## src/rtl/synth_i2c_pkg.sv

```systemverilog
package synth_i2c_pkg;
    localparam int BYTE_W = 8;
    localparam int WORD_W = 2 * BYTE_W - 1;
    localparam int CNT_W  = $clog2(BYTE_W + 1);

    typedef enum logic [1:0] {
        PH_IDLE,
        PH_RX,
        PH_ACK,
        PH_TX
    } phase_t;

    typedef struct packed {
        phase_t             phase;
        logic [CNT_W-1:0]   cnt;
        logic [BYTE_W-1:0]  sh;
        logic               is_addr;
        logic               rd;
        logic               oe;
        logic               stb;
    } eng_st_t;

    typedef struct packed {
        logic               pend;
        logic               ptype;
        logic [BYTE_W-2:0]  pbits;
        logic [WORD_W-1:0]  div;
        logic [WORD_W-1:0]  ctrl;
    } dec_st_t;
endpackage

```

## src/rtl/i2c_line_sync.sv

```systemverilog
module i2c_line_sync #(
    parameter int STAGES = 2
) (
    input  logic clk,
    input  logic rst_n,
    input  logic scl_i,
    input  logic sda_i,
    output logic sda_lvl,
    output logic scl_rise,
    output logic scl_fall,
    output logic start_det,
    output logic stop_det
);
    typedef struct packed {
        logic [STAGES-1:0] scl_ch;
        logic [STAGES-1:0] sda_ch;
        logic              scl_p;
        logic              sda_p;
    } sync_st_t;

    sync_st_t sq, sd;
    logic scl_s, sda_s;

    assign scl_s = sq.scl_ch[STAGES-1];
    assign sda_s = sq.sda_ch[STAGES-1];

    always_comb begin
        sd = sq;
        for (int i = STAGES - 1; i > 0; i--) begin
            sd.scl_ch[i] = sq.scl_ch[i-1];
            sd.sda_ch[i] = sq.sda_ch[i-1];
        end
        sd.scl_ch[0] = scl_i;
        sd.sda_ch[0] = sda_i;
        sd.scl_p     = scl_s;
        sd.sda_p     = sda_s;
    end

    always_ff @(posedge clk or negedge rst_n) begin
        if (!rst_n) sq <= '1;
        else        sq <= sd;
    end

    assign sda_lvl   = sda_s;
    assign scl_rise  = scl_s & ~sq.scl_p;
    assign scl_fall  = ~scl_s & sq.scl_p;
    assign start_det = scl_s & sq.scl_p & sq.sda_p & ~sda_s;
    assign stop_det  = scl_s & sq.scl_p & ~sq.sda_p & sda_s;
endmodule

```

## src/rtl/i2c_bit_engine.sv

```systemverilog
module i2c_bit_engine
    import synth_i2c_pkg::*;
#(
    parameter logic [6:0] DEV_ADDR = 7'h61
) (
    input  logic              clk,
    input  logic              rst_n,
    input  logic              sda_lvl,
    input  logic              scl_rise,
    input  logic              scl_fall,
    input  logic              start_det,
    input  logic              stop_det,
    input  logic              lock_i,
    output logic              sda_oe,
    output logic              byte_stb,
    output logic [BYTE_W-1:0] byte_data,
    output logic              rd_mode,
    output logic              eng_idle
);
    localparam logic [CNT_W-1:0] CNT_LAST = CNT_W'(BYTE_W - 1);
    localparam logic [CNT_W-1:0] CNT_FULL = CNT_W'(BYTE_W);

    eng_st_t q, d;
    logic [BYTE_W-1:0] nsh;

    always_comb begin
        d     = q;
        d.stb = 1'b0;
        nsh   = {q.sh[BYTE_W-2:0], sda_lvl};
        if (start_det) begin
            d.phase   = PH_RX;
            d.cnt     = '0;
            d.is_addr = 1'b1;
            d.rd      = 1'b0;
            d.oe      = 1'b0;
        end else if (stop_det) begin
            d.phase = PH_IDLE;
            d.rd    = 1'b0;
            d.oe    = 1'b0;
        end else begin
            case (q.phase)
                PH_RX: begin
                    if (scl_rise && q.cnt < CNT_FULL) begin
                        d.sh  = nsh;
                        d.cnt = q.cnt + 1'b1;
                        if (q.cnt == CNT_LAST) begin
                            if (q.is_addr) begin
                                if (nsh[BYTE_W-1:1] == DEV_ADDR) d.rd = nsh[0];
                                else                             d.phase = PH_IDLE;
                            end else begin
                                d.stb = 1'b1;
                            end
                        end
                    end else if (scl_fall && q.cnt == CNT_FULL) begin
                        d.oe    = 1'b1;
                        d.phase = PH_ACK;
                        d.cnt   = '0;
                    end
                end
                PH_ACK: begin
                    if (scl_fall) begin
                        d.cnt     = '0;
                        d.is_addr = 1'b0;
                        if (q.rd) begin
                            d.phase = PH_TX;
                            d.sh    = {lock_i, {(BYTE_W-1){1'b0}}};
                            d.oe    = ~lock_i;
                        end else begin
                            d.phase = PH_RX;
                            d.oe    = 1'b0;
                        end
                    end
                end
                PH_TX: begin
                    if (scl_fall) begin
                        if (q.cnt == CNT_LAST) begin
                            d.phase = PH_IDLE;
                            d.oe    = 1'b0;
                            d.rd    = 1'b0;
                        end else begin
                            d.sh  = {q.sh[BYTE_W-2:0], 1'b0};
                            d.oe  = ~q.sh[BYTE_W-2];
                            d.cnt = q.cnt + 1'b1;
                        end
                    end
                end
                default: ;
            endcase
        end
    end

    always_ff @(posedge clk or negedge rst_n) begin
        if (!rst_n) begin
            q       <= '0;
            q.phase <= PH_IDLE;
        end else begin
            q <= d;
        end
    end

    assign sda_oe    = q.oe;
    assign byte_stb  = q.stb;
    assign byte_data = q.sh;
    assign rd_mode   = q.rd;
    assign eng_idle  = (q.phase == PH_IDLE);
endmodule

```

## src/rtl/i2c_word_decode.sv

```systemverilog
module i2c_word_decode
    import synth_i2c_pkg::*;
(
    input  logic              clk,
    input  logic              rst_n,
    input  logic              tel_rst,
    input  logic              byte_stb,
    input  logic [BYTE_W-1:0] byte_data,
    output logic [WORD_W-1:0] div_word,
    output logic [WORD_W-1:0] ctrl_word
);
    dec_st_t q, d;

    always_comb begin
        d = q;
        if (tel_rst) begin
            d.pend = 1'b0;
        end else if (byte_stb) begin
            if (!q.pend) begin
                d.pend  = 1'b1;
                d.ptype = byte_data[BYTE_W-1];
                d.pbits = byte_data[BYTE_W-2:0];
            end else begin
                d.pend = 1'b0;
                if (q.ptype) d.ctrl = {q.pbits, byte_data};
                else         d.div  = {q.pbits, byte_data};
            end
        end
    end

    always_ff @(posedge clk or negedge rst_n) begin
        if (!rst_n) q <= '0;
        else        q <= d;
    end

    assign div_word  = q.div;
    assign ctrl_word = q.ctrl;
endmodule

```

## src/rtl/synth_i2c_ctrl.sv

```systemverilog
module synth_i2c_ctrl
    import synth_i2c_pkg::*;
#(
    parameter logic [6:0] DEV_ADDR    = 7'h61,
    parameter int         SYNC_STAGES = 2
) (
    input  logic              clk,
    input  logic              rst_n,
    input  logic              scl_i,
    input  logic              sda_i,
    input  logic              lock_i,
    output logic              sda_oe_o,
    output logic [WORD_W-1:0] div_word_o,
    output logic [WORD_W-1:0] ctrl_word_o
);
    logic sda_lvl, scl_rise, scl_fall, start_det, stop_det;
    logic byte_stb, rd_mode, eng_idle;
    logic [BYTE_W-1:0] byte_data;

    i2c_line_sync #(.STAGES(SYNC_STAGES)) u_sync (
        .clk       (clk),
        .rst_n     (rst_n),
        .scl_i     (scl_i),
        .sda_i     (sda_i),
        .sda_lvl   (sda_lvl),
        .scl_rise  (scl_rise),
        .scl_fall  (scl_fall),
        .start_det (start_det),
        .stop_det  (stop_det)
    );

    i2c_bit_engine #(.DEV_ADDR(DEV_ADDR)) u_eng (
        .clk       (clk),
        .rst_n     (rst_n),
        .sda_lvl   (sda_lvl),
        .scl_rise  (scl_rise),
        .scl_fall  (scl_fall),
        .start_det (start_det),
        .stop_det  (stop_det),
        .lock_i    (lock_i),
        .sda_oe    (sda_oe_o),
        .byte_stb  (byte_stb),
        .byte_data (byte_data),
        .rd_mode   (rd_mode),
        .eng_idle  (eng_idle)
    );

    i2c_word_decode u_dec (
        .clk       (clk),
        .rst_n     (rst_n),
        .tel_rst   (start_det | stop_det),
        .byte_stb  (byte_stb),
        .byte_data (byte_data),
        .div_word  (div_word_o),
        .ctrl_word (ctrl_word_o)
    );
endmodule

```

## config.mk

```make
export PLATFORM = sky130hd
export DESIGN_NAME = synth_i2c_ctrl
export DESIGN_NICKNAME = d
export VERILOG_FILES = /design/src/rtl/synth_i2c_pkg.sv /design/src/rtl/i2c_line_sync.sv /design/src/rtl/i2c_bit_engine.sv /design/src/rtl/i2c_word_decode.sv /design/src/rtl/synth_i2c_ctrl.sv
export SDC_FILE = /design/constraint.sdc
export NUM_CORES = 1
export LEC_CHECK = 0
export BUFFER_PORTS_ARGS = -buffer_cell sky130_fd_sc_hd__buf_2
export CAP_MARGIN = 20
export CORE_ASPECT_RATIO = 0.7
export CORE_MARGIN = 3
export CORE_UTILIZATION = 45
export DETAILED_ROUTE_END_ITERATION = 7
export SLEW_MARGIN = 30
export SYNTH_ARGS = -nofsm -noshare
export SYNTH_HDL_FRONTEND = slang
export SYNTH_SLANG_ARGS = --single-unit
```

## constraint.sdc

```tcl
create_clock -name clk -period 2.8 [get_ports clk]
set_clock_uncertainty 0.1 [all_clocks]
set_input_delay 0.28 -clock clk [delete_from_list [all_inputs] [get_ports clk]]
set_output_delay 0.28 -clock clk [all_outputs]
set_load 0.01 [all_outputs]
```

==> results of run 1 <==
==> worst paths after layout <==
| kind | slack (ns) | from | end | cells past startpoint |
|---|---|---|---|---|
| setup / recovery | 0.41 | u_eng.q[16] | u_eng.q[12] | 7 |
| hold / removal | 0.006 | rst_n | u_dec.div_word[0] | 2 |
| hold reg to reg | 0.26 | u_sync.sd[5] | u_sync.scl_s | 0 |
| max in group asynchronous | 2.06 | rst_n | u_eng.byte_data[4] | 2 |
| min in group clk | 0.24 | lock_i | u_eng.byte_data[7] | 3 |
| setup reg to reg | 0.41 | u_eng.q[16] | u_eng.q[12] | 7 |
==> repair_timing <==
| action | in CTS | in global routing |
|---|---|---|
| hold endpoints to repair | 2 | 0 |
| buffers inserted | 0 | 0 |
| hold buffers | 2 | 0 |
==> layout by cell type, fill, tap and decap left out, types with 3 or more instances in the layout <==
cell / instances
nand3_1: 3
nand2_1: 31
o21ai_0: 20
or2_2: 3
clkbuf_8: 10
nor2_1: 13
ha_1: 6
buf_4: 5
mux2_2: 21
mux2i_1: 7
dfrtp_1: 57
nand3b_1: 5
inv_1: 15
buf_2: 35
o22ai_1: 3
a21oi_1: 5
dfstp_2: 6
==> layer usage <==
metal | wire [um] | global-route usage, %
met5 | 0 | 0
met4 | 53 | 4.949
met3 | 279 | 5.741
met2 | 2238 | 21.54
met1 | 2947 | 22.33
==> cells by family (layout without fill, tap and decap cells) <==
kind of cell	Yosys count	after routing	share of synthesized area [%]
AOI/OAI and AO/OA	47	47	10.64
xor gates and xnor gates	2	2	0.5706
adders and majority gates	6	6	2.445
buffers and inverters	54	73	10.96
DFF	63	63	51.59
muxes	31	31	11.33
and+or+nand+nor	73	73	12.47
==> area by class of cell <==
| type | count | area [um^2] | area share [%] |
|---|---|---|---|
| clock buffer | 12 | 145.1 | 4.359 |
| clock inverter | 4 | 47.55 | 1.428 |
| multi-input combinational | 159 | 1150 | 34.54 |
| tap | 91 | 113.9 | 3.420 |
| timing repair buffer | 42 | 232.7 | 6.990 |
| sequential | 63 | 1584 | 47.58 |
| inverter | 15 | 56.30 | 1.691 |
==> power groups by stage <==
stage               sequential [W]  combinational (W)  clock [W]
finish                     0.00110           0.000781   0.000762
global route               0.00112           0.000874   0.000838
CTS                        0.00110           0.000774   0.000788
detailed placement         0.00112           0.000766          0
global placement           0.00112           0.000780          0
floorplan                  0.00109           0.000610          0
==> critical path, cell delays in order, from the launching register on <==
cell and delay, ns:
dfrtp_1 0.38, inv_1 0.08, ha_1 0.37, or2_2 0.39, o21a_1 0.19, o211ai_1 0.15
and2_1 0.27, mux2_1 0.33
==> cell usage after synthesis (2+ instances only) <==
library cell   n
o22ai_1        3
buf_4         31
mux2_2        21
nor2_1        13
mux2i_1        7
nand3b_1       5
nand3_1        3
or2_2          3
inv_1         15
a211oi_1       2
o21a_1         2
buf_2          2
a21oi_1        5
nor3_1         2
dfrtp_1       57
nand4_1        2
nand4b_1       2
ha_1           6
mux2_4         2
nor2b_1        2
buf_6          2
clkbuf_1       4
xnor2_1        2
nand2_1       31
o211ai_1       2
o21ai_0       20
dfstp_2        6
==> through the flow <==
| step | instances | hold WS (ns) |
|---|---|---|
| final | 386 | 0.006201 |
| after global routing | 386 | 0.06862 |
| after CTS | 386 | 0.04052 |
| after detailed placement | 368 | 0.2488 |
| after global placement | 368 | 0.2456 |
| after floorplan | 276 | -0.1156 |
==> state kept, by name, indices dropped and copies added, names as in the netlist <==
name	flops
u_dec.ctrl_word	15
u_dec.div_word	15
u_dec.q	9
u_eng.byte_data	8
u_eng.byte_stb	1
u_eng.q	7
u_eng.rd_mode	1
u_eng.sda_oe	1
u_sync.scl_s	1
u_sync.sd	2
u_sync.sda_lvl	1
u_sync.sq	2
==> flow_summary.toml, run 1 <==
[setup_path]
cp_max_fo = 11
arrival_ns = 2.50
crit_path_end_kind = "flip-flop"
worstSetupStartpointType = "flip-flop"
worstSetupPathType = "flip-flop to flip-flop"
critPathRequiredTime_ns = 2.91

[route]
wl_um = 5518
via_count = 1926
drt_drc_violations_left = 0
ant_nets = 0
wl_per_cell_um = 14.30
first_iter_violations = 136
first_pass_iters = 4
vias_per_cell = 4.990

[floorplanning]
io_pins = 36
start_util_pct = 47.78
row_count = 24
fp.coreArea_um2 = 6426
fp.dieH_um = 75.11
die_x_um = 104.7
fp.dieArea_um2 = 7866

[power]
vdd_ir_drop_max_mv = 0.4095
p_total_w = 0.002643
static-leakage-power_nw = 1.614
p_sw_share_pct = 33.21
power_switching_w = 0.0008776
power_frac_clock_pct = 28.8
intPower_w = 0.001765
power_frac_seq_pct = 41.6
p_comb_share_pct = 29.5
pwr_density_cell_nw_per_um2 = 793.7

[timing]
rsz0062_at_grt = "no"
max-slew-margin-rel_pct = 47.65
min_period_ns = 2.385
setup-violations-final = 0
max_slew.worst_pin.slew_ns = 0.7852
worst_slack_ns = 0.4146
hold_violations = 0
fin_tns_setup_ns = 0
fmax_mhz = 419.2
final-max-slew-violation-count = 0
finalCritPeriodShare_pct = 85.19

[placed_design]
dpl.hpwl_um = 3877
pre_cts_ws_ns = 0.4721
gp_congestion = 0.9199
dpl_cell_area_um2 = 3117
portBuffers = 35

[clocking]
cts_resized = 0
cts_tree = "built"
cts_root_buf = "clkbuf_8"
htreeDepth = 3
cts_sinks = 63
insertion_delay_ns = 0.33
cts_buffer_depth = 2
numCtsBuffers = 9
clk_transition_reported_paths_ns = 0.06

[job]
cap_violations = 0

[cells_and_area]
nets = 301
final_area_um2 = 3329
fill_cells = 610
drive_gt1_share_pct = 31.86
syn2layout_area_growth_pct = 8.435
antenna_cells = 0
final_util_pct = 51.81

[outcome]
status = "completed"

[yosys]
syn_inst = 276
ys_ff_latch = 63
ys_top_cells_by_area = "dfrtp_1 (46%), mux2_2 (7.7%), buf_4 (7.6%)"
syn-cell-area_um2 = 3070
syn_nets = 287
synth_edf_count = 0
yosysTopAreaCell = "dfrtp_1"
synthArstFlopShare_pct = 100.0
seq_area_frac_synth_pct = 51.59
synth.distinct_cells = 51
synth_ff_type = "dfrtp_1"
avgSynthCellArea_um2 = 11.12
ys_warn_count = 0
synth_top_area_share_pct = 46.45

[grt]
grt_pass1_vias = 1860
grt_pass1_wl_um = 9404
grt_max_degree = 64
antenna_found_initial = 0
grtUsageTotal_pct = 15.45
gr-total-overflow = 0

[min_path]
hold_class = "input port to asynchronous set/reset pin"
Power figures use the tool's default switching activity.
==> inputs of run 2 (changes only) <==
--- a/config.mk
+++ b/config.mk
@@ -11,4 +11,5 @@
 export CORE_MARGIN = 3
-export CORE_UTILIZATION = 45
+export CORE_UTILIZATION = 55
 export DETAILED_ROUTE_END_ITERATION = 7
+export PLACE_DENSITY = 0.76
 export SLEW_MARGIN = 30
==> constraint.sdc (replaced) <==
create_clock -name clk -period 2.8 [get_ports clk]
set_clock_uncertainty 0.1 [all_clocks]
set_input_delay 0.56 -clock clk [delete_from_list [all_inputs] [get_ports clk]]
set_output_delay 0.56 -clock clk [all_outputs]
set_load 0.01 [all_outputs]
==> flow_summary.toml, run 2 (synthesized netlist as in run 1, its figures left out) <==
[outcome]
status = "completed"

[cells_and_area]
syn2layout_area_growth_pct = 6.887
layout_common_cells = "dfrtp_1 (57), buf_2 (35), nand2_1 (31), mux2_2 (21), o21ai_0 (20)"
final_area_um2 = 3282
layout.area.seq_um2 = 1584
drive_gt1_share_pct = 32.42
fill_cells = 424
final_common_cell = "dfrtp_1"
multiInputGateArea_um2 = 1150
nets = 299
finalNonFillerCells = 365
antenna_cells = 0

[timing]
setup-violations-final = 0
rsz0062_at_grt = "no"
min_period_ns = 2.364
finalCritPeriodShare_pct = 84.43
fmax_mhz = 423.0
max-slew-margin-rel_pct = 64.38
final-max-slew-violation-count = 0
hold_violations = 0
fin_tns_setup_ns = 0
max_slew.worst_pin.slew_ns = 0.5326

[setup_path]
worstSetupPathType = "flip-flop to flip-flop"
critPathMaxStageDelay_ns = 0.38
cp_slowest_cell = "dfrtp_1"
crit_path_end_kind = "flip-flop"
crit_chain = "inv_1, ha_1, or2_2, o21a_1, o211ai_1, and2_1, mux2_1"
critPathRequiredTime_ns = 2.93
cp_max_fo = 11
reg2reg_depth = 7
worstSetupStartpointType = "flip-flop"
arrival_ns = 2.49

[route]
via_count = 2017
vias_per_cell = 5.526
first_pass_iters = 5
drt_drc_violations_left = 0
wl_per_cell_um = 15.68
first_iter_violations = 134
wl_um = 5725
ant_nets = 0

[placed_design]
portBuffers = 35
gp_congestion = 0.9101
dpl.hpwl_um = 4083
dpl_cell_area_um2 = 3093
dp_cells = 349

[clocking]
cts_tree = "built"
insertion_delay_ns = 0.34
cts_resized = 0
htreeDepth = 3
holdBufCountCts = 0
cts_root_buf = "clkbuf_8"
cts_sinks = 63
clk_transition_reported_paths_ns = 0.07
post_cts_buffers = 0
numCtsBuffers = 9
cts_buffer_depth = 2

[floorplanning]
fp.coreArea_um2 = 5313
die_x_um = 95.31
row_count = 22
fp.dieH_um = 68.51
fp.dieArea_um2 = 6529
io_pins = 36
start_util_pct = 57.80

[job]
cap_violations = 0

[grt]
grtUsageTotal_pct = 19.12
grt_pass1_vias = 1804
grt_pass1_wl_um = 9073
grt_max_degree = 25
gr-total-overflow = 0
antenna_found_initial = 0

[power]
pwr_density_cell_nw_per_um2 = 806.5
vdd_ir_drop_max_mv = 0.4668
static-leakage-power_nw = 1.605

[min_path]
hold_class = "input port to asynchronous set/reset pin"
## run 2: area by class of cell
cell class                 instances  area share (%)
tap                               72           2.745
multi-input combinational        159           35.04
inverter                          15           1.716
sequential                        63           48.27
timing repair buffer              40           6.481
clock buffer                      10           3.889
clock inverter                     6           1.868
## run 2: critical path: cells and delay by family, from the launching register on
| kind | cells | cell delay [ns] |
|---|---|---|
| AND/OR/NAND/NOR | 2 | 0.65 |
| adder cells (fa/ha/maj) | 1 | 0.36 |
| buffers and inverters | 1 | 0.09 |
| AO/OA/AOI/OAI | 2 | 0.35 |
| flip-flops | 1 | 0.38 |
| multiplexers | 1 | 0.33 |
## run 2: worst paths after layout
path,to,slack [ns],start
setup / recovery,u_eng.q[12],0.44,u_eng.q[16]
hold / removal,u_dec.q[33],0.09,rst_n
setup reg to reg,u_eng.q[12],0.44,u_eng.q[16]
hold reg to reg,u_sync.scl_s,0.26,u_sync.sd[5]
max in group asynchronous,u_sync.sd[5],1.77,rst_n
min in group clk,u_sync.sd[3],0.21,sda_i
## run 2: metal layers
layer / up-vias / wire length (um) / track usage [%]
met1: 987 / 2787 / 27.36
met2: 76 / 2443 / 26.68
li1: 945 / - / -
met4: 0 / 78 / 6.115
met5: - / 0 / 0
met3: 9 / 415 / 7.484
## run 2: stage by stage
step / util (%) / setup slack, ns / hold slack, ns / total power (W)
6_report: 61.78 / 0.4359 / 0.08525 / 0.002647
5_1_grt: 61.78 / 0.2980 / 0.1117 / 0.002789
4_1_cts: 61.78 / 0.4536 / 0.09393 / 0.002651
3_5_place_dp: 58.22 / 0.4597 / 0.2468 / 0.001887
3_3_place_gp: 58.22 / 0.5532 / 0.2456 / 0.001875
2_1_floorplan: - / 0.7150 / 0.1644 / 0.001697
## run 2: where the power goes
group	leakage, nW	total (W)	switching (W)	internal, W
Sequential	0.846	0.00110	0.0000922	0.00101
Combinational	0.663	0.000786	0.000463	0.000324
Clock	0.0960	0.000761	0.000354	0.000408
==> inputs of run 3 (changes only) <==
CORE_UTILIZATION = 52   (was 55)
PLACE_DENSITY = 0.75   (was 0.76)
clock period = 1.9 ns   (was 2.8 ns; I/O delays follow)
==> flow_summary.toml, run 3 (synthesized netlist as in run 1, its figures left out) <==
[outcome]
status = "finished with violations"
violations = "setup timing"

[power]
static-leakage-power_nw = 1.886
pwr_density_cell_nw_per_um2 = 1131
vdd_ir_drop_max_mv = 0.4839

[timing]
max-slew-margin-rel_pct = 68.89
min_period_ns = 2.055
hold_violations = 0
fmax_mhz = 486.7
worst_slack_ns = -0.1548
final-max-slew-violation-count = 0
finalCritPeriodShare_pct = 108.1
rsz0062_at_grt = "yes"
max_slew.worst_pin.slew_ns = 0.4608
setup-violations-final = 14

[setup_path]
reg2reg_depth = 7
r2r_end = "u_eng.q[12]"
worstSetupPathType = "flip-flop to flip-flop"
r2r_slack_ns = -0.15
critPathRequiredTime_ns = 2.02
crit_path_end_kind = "flip-flop"
worstSetupStartpointType = "flip-flop"
cp_max_fo = 4
arrival_ns = 2.18
worstReg2RegStart = "u_eng.q[16]"

[floorplanning]
start_util_pct = 56.05
fp.dieArea_um2 = 6878
die_x_um = 97.85
io_pins = 36
fp.dieH_um = 70.29
row_count = 22
fp.coreArea_um2 = 5478

[min_path]
holdPathEnd = "u_sync.sd[3]"
hold_path_depth = 1
hold_class = "input port to flip-flop"
worst_hold_startpoint = "sda_i"

[placed_design]
dp_cells = 379
portBuffers = 35
dpl.hpwl_um = 4440
gp_congestion = 0.8784

[cells_and_area]
drive_gt1_share_pct = 45.21
finalNonFillerCells = 406
nets = 340
final_common_cell = "dfrtp_1"
antenna_cells = 0
fill_cells = 392
final_util_pct = 69.12
layout_common_cells = "dfrtp_1 (57), buf_4 (37), buf_2 (35), nand2_1 (31), inv_1 (14)"
syn2layout_area_growth_pct = 23.31

[clocking]
cts_buffer_depth = 2
cts_root_buf = "clkbuf_8"
clk_transition_reported_paths_ns = 0.07
cts_tree = "built"
numCtsBuffers = 9
htreeDepth = 3
cts_sinks = 63
insertion_delay_ns = 0.34

[grt]
grtUsageTotal_pct = 19.15
grt_max_degree = 46
grt_pass1_vias = 2121
grt_pass1_wl_um = 10450
gr-total-overflow = 0
antenna_found_initial = 0

[route]
first_iter_violations = 152
wl_per_cell_um = 16.43
wl_um = 6669
ant_nets = 0
via_count = 2195
vias_per_cell = 5.406
first_pass_iters = 4
drt_drc_violations_left = 0

[job]
cap_violations = 0
==> run 3: changes by cell type in the layout (fill, tap and decap cells not counted), sizes merged <==
cell	delta
bufinv	-1
dlygate4sd3	+1
buf	+38
clkinvlp	+1
clkbuf	+1
clkinv	+1
==> run 3: area by class of cell <==
type / count / area [um^2] / area share (%)
Sequential cell: 63 / 1584 / 41.84
Clock inverter: 7 / 40.04 / 1.058
Multi-Input combinational cell: 159 / 1285 / 33.94
Timing Repair Buffer: 81 / 606.8 / 16.03
Clock buffer: 9 / 123.9 / 3.272
Tap cell: 72 / 90.09 / 2.379
Inverter: 15 / 56.30 / 1.487
==> run 3: stage by stage <==
stage / total power (W) / hold slack [ns] / cell area, um^2 / setup WS, ns / setup TNS, ns
3_5_place_dp: 0.003074 / 0.2469 / 3379 / -0.1032 / -0.7713
5_1_grt: 0.004527 / 0.009670 / 3786 / -0.2079 / -2.755
2_1_floorplan: 0.002567 / -0.01559 / 3102 / -0.1847 / -0.5800
6_report: 0.004280 / 0.03547 / 3786 / -0.1548 / -0.8415
3_3_place_gp: 0.003039 / 0.2454 / 3379 / -0.06648 / -0.3364
4_1_cts: 0.004137 / 0.02332 / 3595 / -0.05691 / -0.4940
==> run 3: worst max-delay path, stage by stage, from the launching register on <==
cell and delay, ns:
dfrtp_1 0.44, inv_2 0.08, ha_4 0.17, or2_4 0.23, o21a_1 0.18, o211ai_1 0.19
and2_4 0.26, mux2_4 0.29
==> run 3: what timing repair did <==
action / CTS / global route
endpoints found under the setup margin: 14 / 34
buffers inserted: 2 / 6
hold buffers: 1 / 0
resized for setup: 7 / 26
gates cloned: 0 / 2
pin swaps: 3 / 8
hold endpoints to repair: 12 / 0
==> run 3: power by group <==
group	internal (W)	switching, W	leakage, nW
Combinational	0.000822	0.000868	0.955
Sequential	0.00148	0.000131	0.846
Clock	0.000460	0.000516	0.0846
==> run 3: layer usage <==
metal | up-vias | part of all wire [%] | global-route usage (%)
met4 | 0 | 1.2 | 6.912
li1 | 1026 | - | -
met2 | 66 | 47 | 27.98
met3 | 10 | 6.0 | 4.591
met5 | - | 0 | 0
met1 | 1093 | 46 | 27.72
==> run 3: how the worst max path moves through the flow <==
| stage | end | cells past startpoint | start | slack [ns] |
|---|---|---|---|---|
| after floorplan | u_eng.byte_data[0] | 6 | u_sync.scl_s | -0.18 |
| after global placement | u_eng.q[12] | 5 | u_sync.scl_s | -0.07 |
| after detailed placement | u_eng.q[13] | 7 | u_eng.q[16] | -0.10 |
| after CTS | u_eng.byte_data[5] | 6 | u_sync.scl_s | -0.06 |
| after global routing | u_eng.q[12] | 5 | u_sync.scl_s | -0.21 |
| final | u_eng.q[12] | 7 | u_eng.q[16] | -0.15 |
